`config.mk`:
```
export PLATFORM = sky130hd
export DESIGN_NAME = mfb_tx_top
export DESIGN_NICKNAME = d
export VERILOG_FILES = /design/src/rtl/mfb_pkg.sv /design/src/rtl/mfb_cfg_regs.sv /design/src/rtl/mfb_sync_barrier.sv /design/src/rtl/mfb_chan.sv /design/src/rtl/mfb_tx_top.sv
export SDC_FILE = /design/constraint.sdc
export NUM_CORES = 2
export LEC_CHECK = 0
export CAP_MARGIN = 20
export CORE_MARGIN = 1
export CORE_UTILIZATION = 60
export CTS_BUF_LIST = sky130_fd_sc_hd__clkbuf_4 sky130_fd_sc_hd__clkbuf_8 sky130_fd_sc_hd__clkbuf_16
export CTS_CLUSTER_DIAMETER = 200
export CTS_CLUSTER_SIZE = 8
export DETAILED_ROUTE_END_ITERATION = 8
export HOLD_SLACK_MARGIN = 0.06
export PLACE_DENSITY_LB_ADDON = 0.25
export SLEW_MARGIN = 15
export SYNTH_ARGS = -nofsm -noshare
export SYNTH_HDL_FRONTEND = slang
export SYNTH_HIERARCHICAL = 1
export SYNTH_SLANG_ARGS = --single-unit
```
`constraint.sdc`:
```
create_clock -name clk -period 5.65 [get_ports clk]
set_clock_uncertainty 0.2 [all_clocks]
set_input_delay 0.565 -clock clk [delete_from_list [all_inputs] [get_ports clk]]
set_output_delay 0.565 -clock clk [all_outputs]
set_load 0.02 [all_outputs]
```
`src/rtl/mfb_pkg.sv`:
```
package mfb_pkg;

    localparam int LEN_W   = 16;
    localparam int GAP_W   = 16;
    localparam int SEQ_N   = 3;
    localparam logic [7:0] FILL_RST = 8'hBC;
    localparam logic [7:0] SOF_RST  = 8'hFB;
    localparam logic [7:0] EOF_RST  = 8'hFD;

    typedef enum logic [2:0] {
        ST_IDLE,
        ST_WAIT_SYNC,
        ST_START,
        ST_PAYLOAD,
        ST_END,
        ST_GAP
    } fr_state_t;

    typedef enum logic [2:0] {
        RA_CTRL = 3'd0,
        RA_SOF  = 3'd1,
        RA_EOF  = 3'd2,
        RA_LEN  = 3'd3,
        RA_GAP  = 3'd4
    } reg_addr_t;

    typedef struct packed {
        logic [1:0]             cnt;
        logic [SEQ_N-1:0][7:0]  k;
    } kseq_t;

    typedef struct packed {
        logic             en;
        logic             sync;
        logic [7:0]       fill;
        kseq_t            sof;
        kseq_t            eof;
        logic [LEN_W-1:0] words;
        logic [GAP_W-1:0] gap;
    } chan_cfg_t;

    function automatic kseq_t unpack_seq(input logic [31:0] w);
        kseq_t s;
        s.k   = w[SEQ_N*8-1:0];
        s.cnt = w[25:24];
        return s;
    endfunction

    function automatic logic [1:0] seq_last(input logic [1:0] cnt);
        return (cnt == 2'd0) ? 2'd0 : cnt - 2'd1;
    endfunction

    function automatic logic [LEN_W-1:0] words_last(input logic [LEN_W-1:0] n);
        return (n == '0) ? '0 : n - 1'b1;
    endfunction

    function automatic chan_cfg_t cfg_reset();
        chan_cfg_t c;
        c.en    = 1'b0;
        c.sync  = 1'b0;
        c.fill  = FILL_RST;
        c.sof   = '{cnt: 2'd1, k: {SEQ_N{SOF_RST}}};
        c.eof   = '{cnt: 2'd1, k: {SEQ_N{EOF_RST}}};
        c.words = LEN_W'(1);
        c.gap   = '0;
        return c;
    endfunction

endpackage

```
`src/rtl/mfb_cfg_regs.sv`:
```
module mfb_cfg_regs
    import mfb_pkg::*;
#(
    parameter int NUM_CH = 4,
    parameter int CH_W   = 2
) (
    input  logic        clk,
    input  logic        rst,
    input  logic        we,
    input  logic [CH_W-1:0] ch,
    input  logic [2:0]  addr,
    input  logic [31:0] wdata,
    output chan_cfg_t   cfg      [NUM_CH],
    output logic [NUM_CH-1:0] clr_stat
);

    for (genvar i = 0; i < NUM_CH; i++) begin : g_ch
        logic hit;
        assign hit         = we && (ch == CH_W'(i));
        assign clr_stat[i] = hit && (addr == RA_CTRL);

        always_ff @(posedge clk) begin
            if (rst) begin
                cfg[i] <= cfg_reset();
            end else if (hit) begin
                case (addr)
                    RA_CTRL: begin
                        cfg[i].en   <= wdata[0];
                        cfg[i].sync <= wdata[1];
                        cfg[i].fill <= wdata[15:8];
                    end
                    RA_SOF:  cfg[i].sof   <= unpack_seq(wdata);
                    RA_EOF:  cfg[i].eof   <= unpack_seq(wdata);
                    RA_LEN:  cfg[i].words <= wdata[LEN_W-1:0];
                    RA_GAP:  cfg[i].gap   <= wdata[GAP_W-1:0];
                    default: ;
                endcase
            end
        end
    end

endmodule

```
`src/rtl/mfb_sync_barrier.sv`:
```
module mfb_sync_barrier #(
    parameter int NUM_CH = 4
) (
    input  logic [NUM_CH-1:0] armed,
    input  logic [NUM_CH-1:0] waiting,
    output logic              go
);

    logic [NUM_CH-1:0] blocking;

    always_comb begin
        blocking = armed & ~waiting;
        go       = (|armed) && (blocking == '0);
    end

endmodule

```
`src/rtl/mfb_chan.sv`:
```
module mfb_chan
    import mfb_pkg::*;
(
    input  logic        clk,
    input  logic        rst,
    input  chan_cfg_t   cfg,
    input  logic        clr_stat,
    input  logic        go,
    input  logic [31:0] pl_data,
    input  logic        pl_valid,
    output logic        pl_ready,
    output logic [7:0]  tx_byte,
    output logic        tx_k,
    output logic        underrun,
    output logic        waiting
);

    fr_state_t        st;
    fr_state_t        after_gap;
    logic [1:0]       seq_idx;
    logic [1:0]       byte_idx;
    logic [LEN_W-1:0] word_idx;
    logic [GAP_W-1:0] gap_idx;
    logic [23:0]      hold;
    logic             take;
    logic             gap_done;

    assign pl_ready = (st == ST_PAYLOAD) && (byte_idx == 2'd0);
    assign take     = pl_ready && pl_valid;
    assign waiting  = (st == ST_WAIT_SYNC);
    assign gap_done = ((GAP_W+1)'(gap_idx) + 1'b1) >= (GAP_W+1)'(cfg.gap);

    always_comb begin
        if (!cfg.en)       after_gap = ST_IDLE;
        else if (cfg.sync) after_gap = ST_WAIT_SYNC;
        else               after_gap = ST_START;
    end

    always_ff @(posedge clk) begin
        if (rst) begin
            st       <= ST_IDLE;
            seq_idx  <= '0;
            byte_idx <= '0;
            word_idx <= '0;
            gap_idx  <= '0;
            hold     <= '0;
            tx_byte  <= FILL_RST;
            tx_k     <= 1'b1;
            underrun <= 1'b0;
        end else begin
            tx_byte <= cfg.fill;
            tx_k    <= 1'b1;
            if (clr_stat) underrun <= 1'b0;
            case (st)
                ST_IDLE: begin
                    seq_idx <= '0;
                    if (cfg.en) st <= cfg.sync ? ST_WAIT_SYNC : ST_START;
                end
                ST_WAIT_SYNC: begin
                    seq_idx <= '0;
                    if (!cfg.en)  st <= ST_IDLE;
                    else if (go)  st <= ST_START;
                end
                ST_START: begin
                    tx_byte <= cfg.sof.k[seq_idx];
                    if (seq_idx >= seq_last(cfg.sof.cnt)) begin
                        st       <= ST_PAYLOAD;
                        byte_idx <= '0;
                        word_idx <= '0;
                    end else begin
                        seq_idx <= seq_idx + 1'b1;
                    end
                end
                ST_PAYLOAD: begin
                    if (byte_idx == 2'd0) begin
                        if (pl_valid) begin
                            tx_byte  <= pl_data[7:0];
                            tx_k     <= 1'b0;
                            hold     <= pl_data[31:8];
                            byte_idx <= 2'd1;
                        end else begin
                            underrun <= 1'b1;
                        end
                    end else begin
                        tx_byte  <= hold[7:0];
                        tx_k     <= 1'b0;
                        hold     <= {8'h00, hold[23:8]};
                        byte_idx <= byte_idx + 1'b1;
                        if (byte_idx == 2'd3) begin
                            if (word_idx >= words_last(cfg.words)) begin
                                st      <= ST_END;
                                seq_idx <= '0;
                            end else begin
                                word_idx <= word_idx + 1'b1;
                            end
                        end
                    end
                end
                ST_END: begin
                    tx_byte <= cfg.eof.k[seq_idx];
                    if (seq_idx >= seq_last(cfg.eof.cnt)) begin
                        seq_idx <= '0;
                        gap_idx <= '0;
                        st      <= (cfg.gap == '0) ? after_gap : ST_GAP;
                    end else begin
                        seq_idx <= seq_idx + 1'b1;
                    end
                end
                ST_GAP: begin
                    seq_idx <= '0;
                    if (gap_done) st <= after_gap;
                    else          gap_idx <= gap_idx + 1'b1;
                end
                default: st <= ST_IDLE;
            endcase
        end
    end

    AST_PAYLOAD_LSB_FIRST: assert property (@(posedge clk) disable iff (rst)
        take |=> (!tx_k && tx_byte == $past(pl_data[7:0])));
    AST_START_IS_K: assert property (@(posedge clk) disable iff (rst)
        (st == ST_START) |=> tx_k);
    AST_END_IS_K: assert property (@(posedge clk) disable iff (rst)
        (st == ST_END) |=> tx_k);
    AST_GAP_FILL: assert property (@(posedge clk) disable iff (rst)
        (st == ST_GAP) |=> (tx_k && tx_byte == $past(cfg.fill)));
    AST_UNDERRUN_SET: assert property (@(posedge clk) disable iff (rst)
        (pl_ready && !pl_valid) |=> underrun);
    AST_UNDERRUN_STICKY: assert property (@(posedge clk) disable iff (rst)
        (underrun && !clr_stat) |=> underrun);
    AST_BARRIER_HOLD: assert property (@(posedge clk) disable iff (rst)
        (waiting && cfg.en && !go) |=> waiting);

endmodule

```
`src/rtl/mfb_tx_top.sv`:
```
module mfb_tx_top
    import mfb_pkg::*;
#(
    parameter  int NUM_CH = 4,
    localparam int CH_W   = (NUM_CH > 1) ? $clog2(NUM_CH) : 1
) (
    input  logic                 clk,
    input  logic                 rst,
    input  logic                 cfg_we,
    input  logic [CH_W-1:0]      cfg_ch,
    input  logic [2:0]           cfg_addr,
    input  logic [31:0]          cfg_wdata,
    input  logic [NUM_CH*32-1:0] pl_data,
    input  logic [NUM_CH-1:0]    pl_valid,
    output logic [NUM_CH-1:0]    pl_ready,
    output logic [NUM_CH*8-1:0]  tx_byte,
    output logic [NUM_CH-1:0]    tx_k,
    output logic [NUM_CH-1:0]    underrun
);

    chan_cfg_t         cfg_q [NUM_CH];
    logic [NUM_CH-1:0] clr_stat;
    logic [NUM_CH-1:0] armed;
    logic [NUM_CH-1:0] waiting;
    logic              go;

    mfb_cfg_regs #(.NUM_CH(NUM_CH), .CH_W(CH_W)) u_regs (
        .clk      (clk),
        .rst      (rst),
        .we       (cfg_we),
        .ch       (cfg_ch),
        .addr     (cfg_addr),
        .wdata    (cfg_wdata),
        .cfg      (cfg_q),
        .clr_stat (clr_stat)
    );

    mfb_sync_barrier #(.NUM_CH(NUM_CH)) u_barrier (
        .armed   (armed),
        .waiting (waiting),
        .go      (go)
    );

    for (genvar i = 0; i < NUM_CH; i++) begin : g_chan
        assign armed[i] = cfg_q[i].sync;

        mfb_chan u_chan (
            .clk      (clk),
            .rst      (rst),
            .cfg      (cfg_q[i]),
            .clr_stat (clr_stat[i]),
            .go       (go),
            .pl_data  (pl_data[i*32 +: 32]),
            .pl_valid (pl_valid[i]),
            .pl_ready (pl_ready[i]),
            .tx_byte  (tx_byte[i*8 +: 8]),
            .tx_k     (tx_k[i]),
            .underrun (underrun[i]),
            .waiting  (waiting[i])
        );
    end

endmodule

```
# Word-level counts from Yosys, hierarchy flattened

Cells that the tools add are included.

Register bits: 668
Latch bits: 0
Memory bits (writable): 0
Bits in read-only memories: 0
Bits of input ports: 172
Output and inout bits: 44
Memories kept: 0

$add $sub $neg: 32
Multipliers: 0
Divide/modulo/power cells: 0
Magnitude comparators: 20
Equality and inequality tests: 83
Shift-type cells: 0
Muxes and demuxes: 193
Bitwise operators: 6
Reduce and logical (&&, ||, !) cells: 105

Operator list:

| kind                                                | number |
|---|---|
| 2-to-1 mux 16 bit                                   | 28 |
| case mux 16 bit (2 select lines)                    | 8 |
| 2-to-1 mux 24 bit                                   | 8 |
| adder 16 x 1 -> 16 bit, second input constant       | 8 |
| binary-select mux 8 bit (select 2 bit)              | 8 |
| logical NOT 16 bit                                  | 8 |
| 2-to-1 mux 8 bit                                    | 16 |
| 2-to-1 mux 3 bit                                    | 41 |
| case mux 8 bit (3 select lines)                     | 4 |
| 2-to-1 mux 2 bit                                    | 44 |
| case mux 3 bit (6 select lines)                     | 4 |
| adder 16 x 1 -> 17 bit, second input constant       | 4 |
| greater-or-equal comparator 17 x 16 -> 1 bit        | 4 |
| greater-or-equal comparator 16 bit                  | 4 |
| inequality test 2 bit, second input constant        | 32 |
| subtractor 16 x 1 -> 16 bit, second input constant  | 4 |
| AND reduction 2 bit                                 | 24 |
| AND reduction 5 bit                                 | 8 |
| case mux 2 bit (4 select lines)                     | 4 |
| AND reduction 8 bit                                 | 4 |
| equality test 3 x 2 -> 1 bit, second input constant | 10 |
| equality test 3 bit, second input constant          | 9 |
| logical NOT 2 bit                                   | 13 |
| 2-to-1 mux 1 bit                                    | 24 |
| other kinds (23)                                    | 118 |

# Depth between registers and ports, before layout

Depth in word-level cells: 8
Gate-level depth with buffers: 15
Mapped depth without buffers: 14

# Modules after synthesis

The synthesis kept the hierarchy.

Modules (own cells, without submodules):

| module                          | instances | cells an instance | area each (µm²) | seq. area each (µm²) |
|---|---|---|---|---|
| mfb_cfg_regs                    | 1         | 1,318             | 14,301.2        | 7,527.2 |
| mfb_chan (g_chan[0].u_chan ...) | 2         | 687               | 5,330.1         | 1,461.4 |
| mfb_chan (g_chan[3].u_chan)     | 1         | 697               | 5,510.3         | 1,461.4 |
| mfb_chan (g_chan[1].u_chan)     | 1         | 687               | 5,332.6         | 1,461.4 |
| mfb_sync_barrier                | 1         | 8                 | 38.8            | 0.0 |

# Worst setup path after synthesis

Ideal clock, no wire load.

Kind: register to register
Start point: register, netlist name u_regs/cfg[309]
End point: register g_chan[0].u_chan.word_idx[11]
Setup time: 70 ps
Arrival: 3,680 ps
Required time: 5,380 ps
Path slack: 1,700 ps
Cell stages (with the launch flop): 13
Buffers on the path: 1
Path through: dfxtp_1 or4_1 nor4_1 nand4b_1 and2_1 ha_1 nand2b_4 a2111oi_4 a2111oi_1 or4b_4 buf_6 or4_1 a21oi_1

Word-level cells in the longest chain between the ends: 5

RTL lines:

| what                                                                     | line           | source |
|---|---|---|
| subtractor 16 x 1 -> 16 bit / logical NOT 16 bit (equally long branches) | mfb_pkg.sv:54  | `return (n == '0) ? '0 : n - 1'b1;` |
| 2-to-1 mux 16 bit *                                                      | mfb_pkg.sv:54  |  |
| greater-or-equal comparator 16 bit *                                     | mfb_chan.sv:90 | `if (word_idx >= words_last(cfg.words)) begin` |
| inequality test 2 bit (no line) *                                        | -              |  |
| AND reduction 5 bit (no line) *                                          | -              |  |
| to (signal assigned)                                                     | mfb_chan.sv:94 | `word_idx <= word_idx + 1'b1;` |
| to (decl)                                                                | mfb_chan.sv:22 | `logic [LEN_W-1:0] word_idx;` |

Every way passes the cells marked *; elsewhere a longest branch is shown, timed or not.
A chain may end at the register's enable or synchronous reset.

# Worst setup path in the final report

Start point: register, netlist name u_regs/cfg[308]
End point: register g_chan[0].u_chan.word_idx[11]

Word-level cells in the longest chain between the ends: 5

RTL lines:

| what                                                                     | line |
|---|---|
| subtractor 16 x 1 -> 16 bit / logical NOT 16 bit (equally long branches) | mfb_pkg.sv:54 |
| 2-to-1 mux 16 bit *                                                      | mfb_pkg.sv:54 |
| greater-or-equal comparator 16 bit *                                     | mfb_chan.sv:90 |
| inequality test 2 bit (no line) *                                        | - |
| AND reduction 5 bit (no line) *                                          | - |

Marked as above.

==> run metrics <==
Total Wirelength 97,400 um; Seq pwr share 42.9%; initial core utilization 60.7%; CTS Root Cell clkbuf_16; clk sink count 668; Clock Latency Late Sink 640 ps; Sw Ratio 27.6%; sequential-to-total area share from yosys stat 37.3%; setup repair bufs after CTS 0; run status completed; Iter 0 DRT Violations 2,321; Comb power frac 15.0%; dpl hpwl 65,600 um; GR Overflow Total 0; cts-stage hold buffer count 0; Synth Register Bits 668; chip width 246 um; most frequent cells in the layout dfxtp_1, mux2i_1, nor2_1; Avg Cell Area, Syn 8.78 um^2; Max Root-Sink Buffers 3; row count 89; largest net degree at the start of global routing 106; average wire per standard cell 19.7 um; Power, Total 11.8 mW; most common cell after layout, fill and taps aside dfxtp_1; worst setup margin 998 ps; yosys synthesis warning count 6; Crit Path Class register to register; share of cells above drive strength 1 5.51%; achievable frequency 0.215 GHz; CTS tree done; Synth cell types 83; ys flop type dfxtp_1; Max-Cap Viols 0; Resized Gates After CTS 0; element type at the critical path end register; post-synth top area cell dfxtp_1; fin crit share 82.3%; Synth area leaders dfxtp_1, mux2i_1, ha_1; Detail Route Antenna Nets 0; hold slack 154 ps; dpl ws 1060 ps; gr usage total 31.7%; Via Count 30,300; FFs w/ async S/R, synth 0%; Slew @ Worst Pin 1240 ps; Hold Path Class input pin to register; initial antenna violation count 4; Worst Path Max Fanout 31; I/O pins 216; clock group share of total power 42.1%; Synth Net Count 4,424; PortBufs 209; Hold Startpoint rst; startpoint types register; RSZ-0062 raised after global routing false; Crit path required time 6000 ps; hold depth 2; Psw 3.25 mW; Final Setup Violations 0; number of flops mapped to enable cells by yosys 0; VDD IR max 276 uV; share of the synthesized area in the top cell type 37.3%; CTS buffer count 93; R2R cell count 11; setup TNS 0 ps; Clock transition at path regs 50 ps; synthesized netlist cell count 4,084; origin of the worst setup path u_regs/cfg[308]; Worst slew margin 17.1%; leakage 17.3 nW; die height 246 um; PD cells 291 mW/mm^2; # nets final 4,510; drt first pass iters 6; Core ar. 0.0590 mm^2; Die ar. 0.0607 mm^2; via/cell ratio 6.12; Hold Violations, Final 0; area delta synth->final 12.8%; number of global-route vias before repair 28,900; fin. max-slew vios 0; CTS H-tree lvls 3; DRC Markers 0; CP arrival 5000 ps; synthesized area 0.0358 mm^2; first-pass GRT wire length 154,000 um; placer congestion estimate 0.885; worst r2r src u_regs/cfg[308]; Internal Pwr Total 8.51 mW; Min Clock Period, post-route 4650 ps
==> critical path: stages (launching register included) <==
cell	delay [ps]
dfxtp_1	340
or4_1	580
nor4_1	300
nand4b_1	540
and2_1	370
ha_1	270
nand2b_4	150
a2111oi_4	330
a2111oi_1	120
or4b_4	690
or4_1	530
a21oi_1	160
==> per-layer routing <==
| metal | GRT usage [%] | vias to the layer above | wire length, um |
|---|---|---|---|
| li1 | - | 14600 | - |
| met1 | 40.9 | 14500 | 41200 |
| met2 | 51.7 | 987 | 45100 |
| met3 | 5.21 | 225 | 7060 |
| met4 | 14.4 | 4 | 4000 |
| met5 | 0 | - | 23 |
==> final timing paths <==
| path | slack (ps) | endpoint |
|---|---|---|
| setup / recovery | 1000 | g_chan[0].u_chan/word_idx[11] |
| hold / removal | 150 | g_chan[3].u_chan/hold[16] |
| setup reg to reg | 1000 | g_chan[0].u_chan/word_idx[11] |
| hold reg to reg | 280 | u_regs/cfg[331] |
==> power groups by stage <==
stage,Combinational [mW],Clock (mW),Sequential (mW)
after detailed placement,1.73,0,5.12
after floorplan,1.06,0,5.15
after CTS,1.74,5.01,5.03
after global routing,1.89,5.22,5.05
final,1.77,4.95,5.04
after global placement,1.71,0,5.12
==> cell type report <==
| cell class | count | area (um^2) |
|---|---|---|
| Inverter | 128 | 480 |
| Clock inverter | 8 | 129 |
| Multi-Input combinational cell | 3023 | 20700 |
| Sequential cell | 668 | 13400 |
| Tap cell | 773 | 967 |
| Timing Repair Buffer | 256 | 2470 |
| Clock buffer | 93 | 2330 |
| Fill cell | 4710 | 18600 |
| Antenna cell | 1 | 2.50 |
==> through the flow <==
| stage | utilization [%] | area, um^2 | cells |
|---|---|---|---|
| 2_1_floorplan | - | 35800 | 4084 |
| 3_3_place_gp | 64.3 | 37900 | 4846 |
| 3_5_place_dp | 64.3 | 38000 | 4848 |
| 4_1_cts | 68.5 | 40400 | 4949 |
| 5_1_grt | 68.5 | 40400 | 4949 |
| 6_report | 68.5 | 40400 | 4950 |
==> cell families after synthesis <==
logic type / count (synthesis) / synth area share, %
and+or+nand+nor: 1484 / 20.6
AOI/OAI and AO/OA: 714 / 13.2
DFF: 668 / 37.3
muxes: 551 / 15.4
buffers and inverters: 393 / 5.04
adders and majority gates: 168 / 5.86
xor gates and xnor gates: 106 / 2.59
==> sequential cells by signal, indices dropped and copies added, names as in the netlist <==
signal / cells
u_regs/cfg: 376
g_chan.u_chan/hold: 96
g_chan.u_chan/gap_idx: 64
g_chan.u_chan/word_idx: 64
g_chan.u_chan/tx_byte: 32
g_chan.u_chan/st: 12
g_chan.u_chan/byte_idx: 8
g_chan.u_chan/seq_idx: 8
g_chan.u_chan/tx_k: 4
g_chan.u_chan/underrun: 4
==> synth_stat cells (21+ instances only) <==
cell	instances
nor2_1	472
buf_6	24
nand2b_1	231
o21ai_0	145
xor2_1	54
buf_4	21
a221oi_1	24
xnor2_1	52
a21oi_1	198
nand4_1	54
a22oi_1	52
or3_1	46
buf_2	57
nor2b_1	41
o31ai_1	30
buf_1	22
nand3_1	80
a211oi_1	120
nand2_1	316
clkbuf_1	141
inv_1	128
or4_1	37
dfxtp_1	668
nor4_1	38
ha_1	168
mux2i_1	545
o211ai_1	21
nor3_1	51
(Power assumes the default switching activity.)
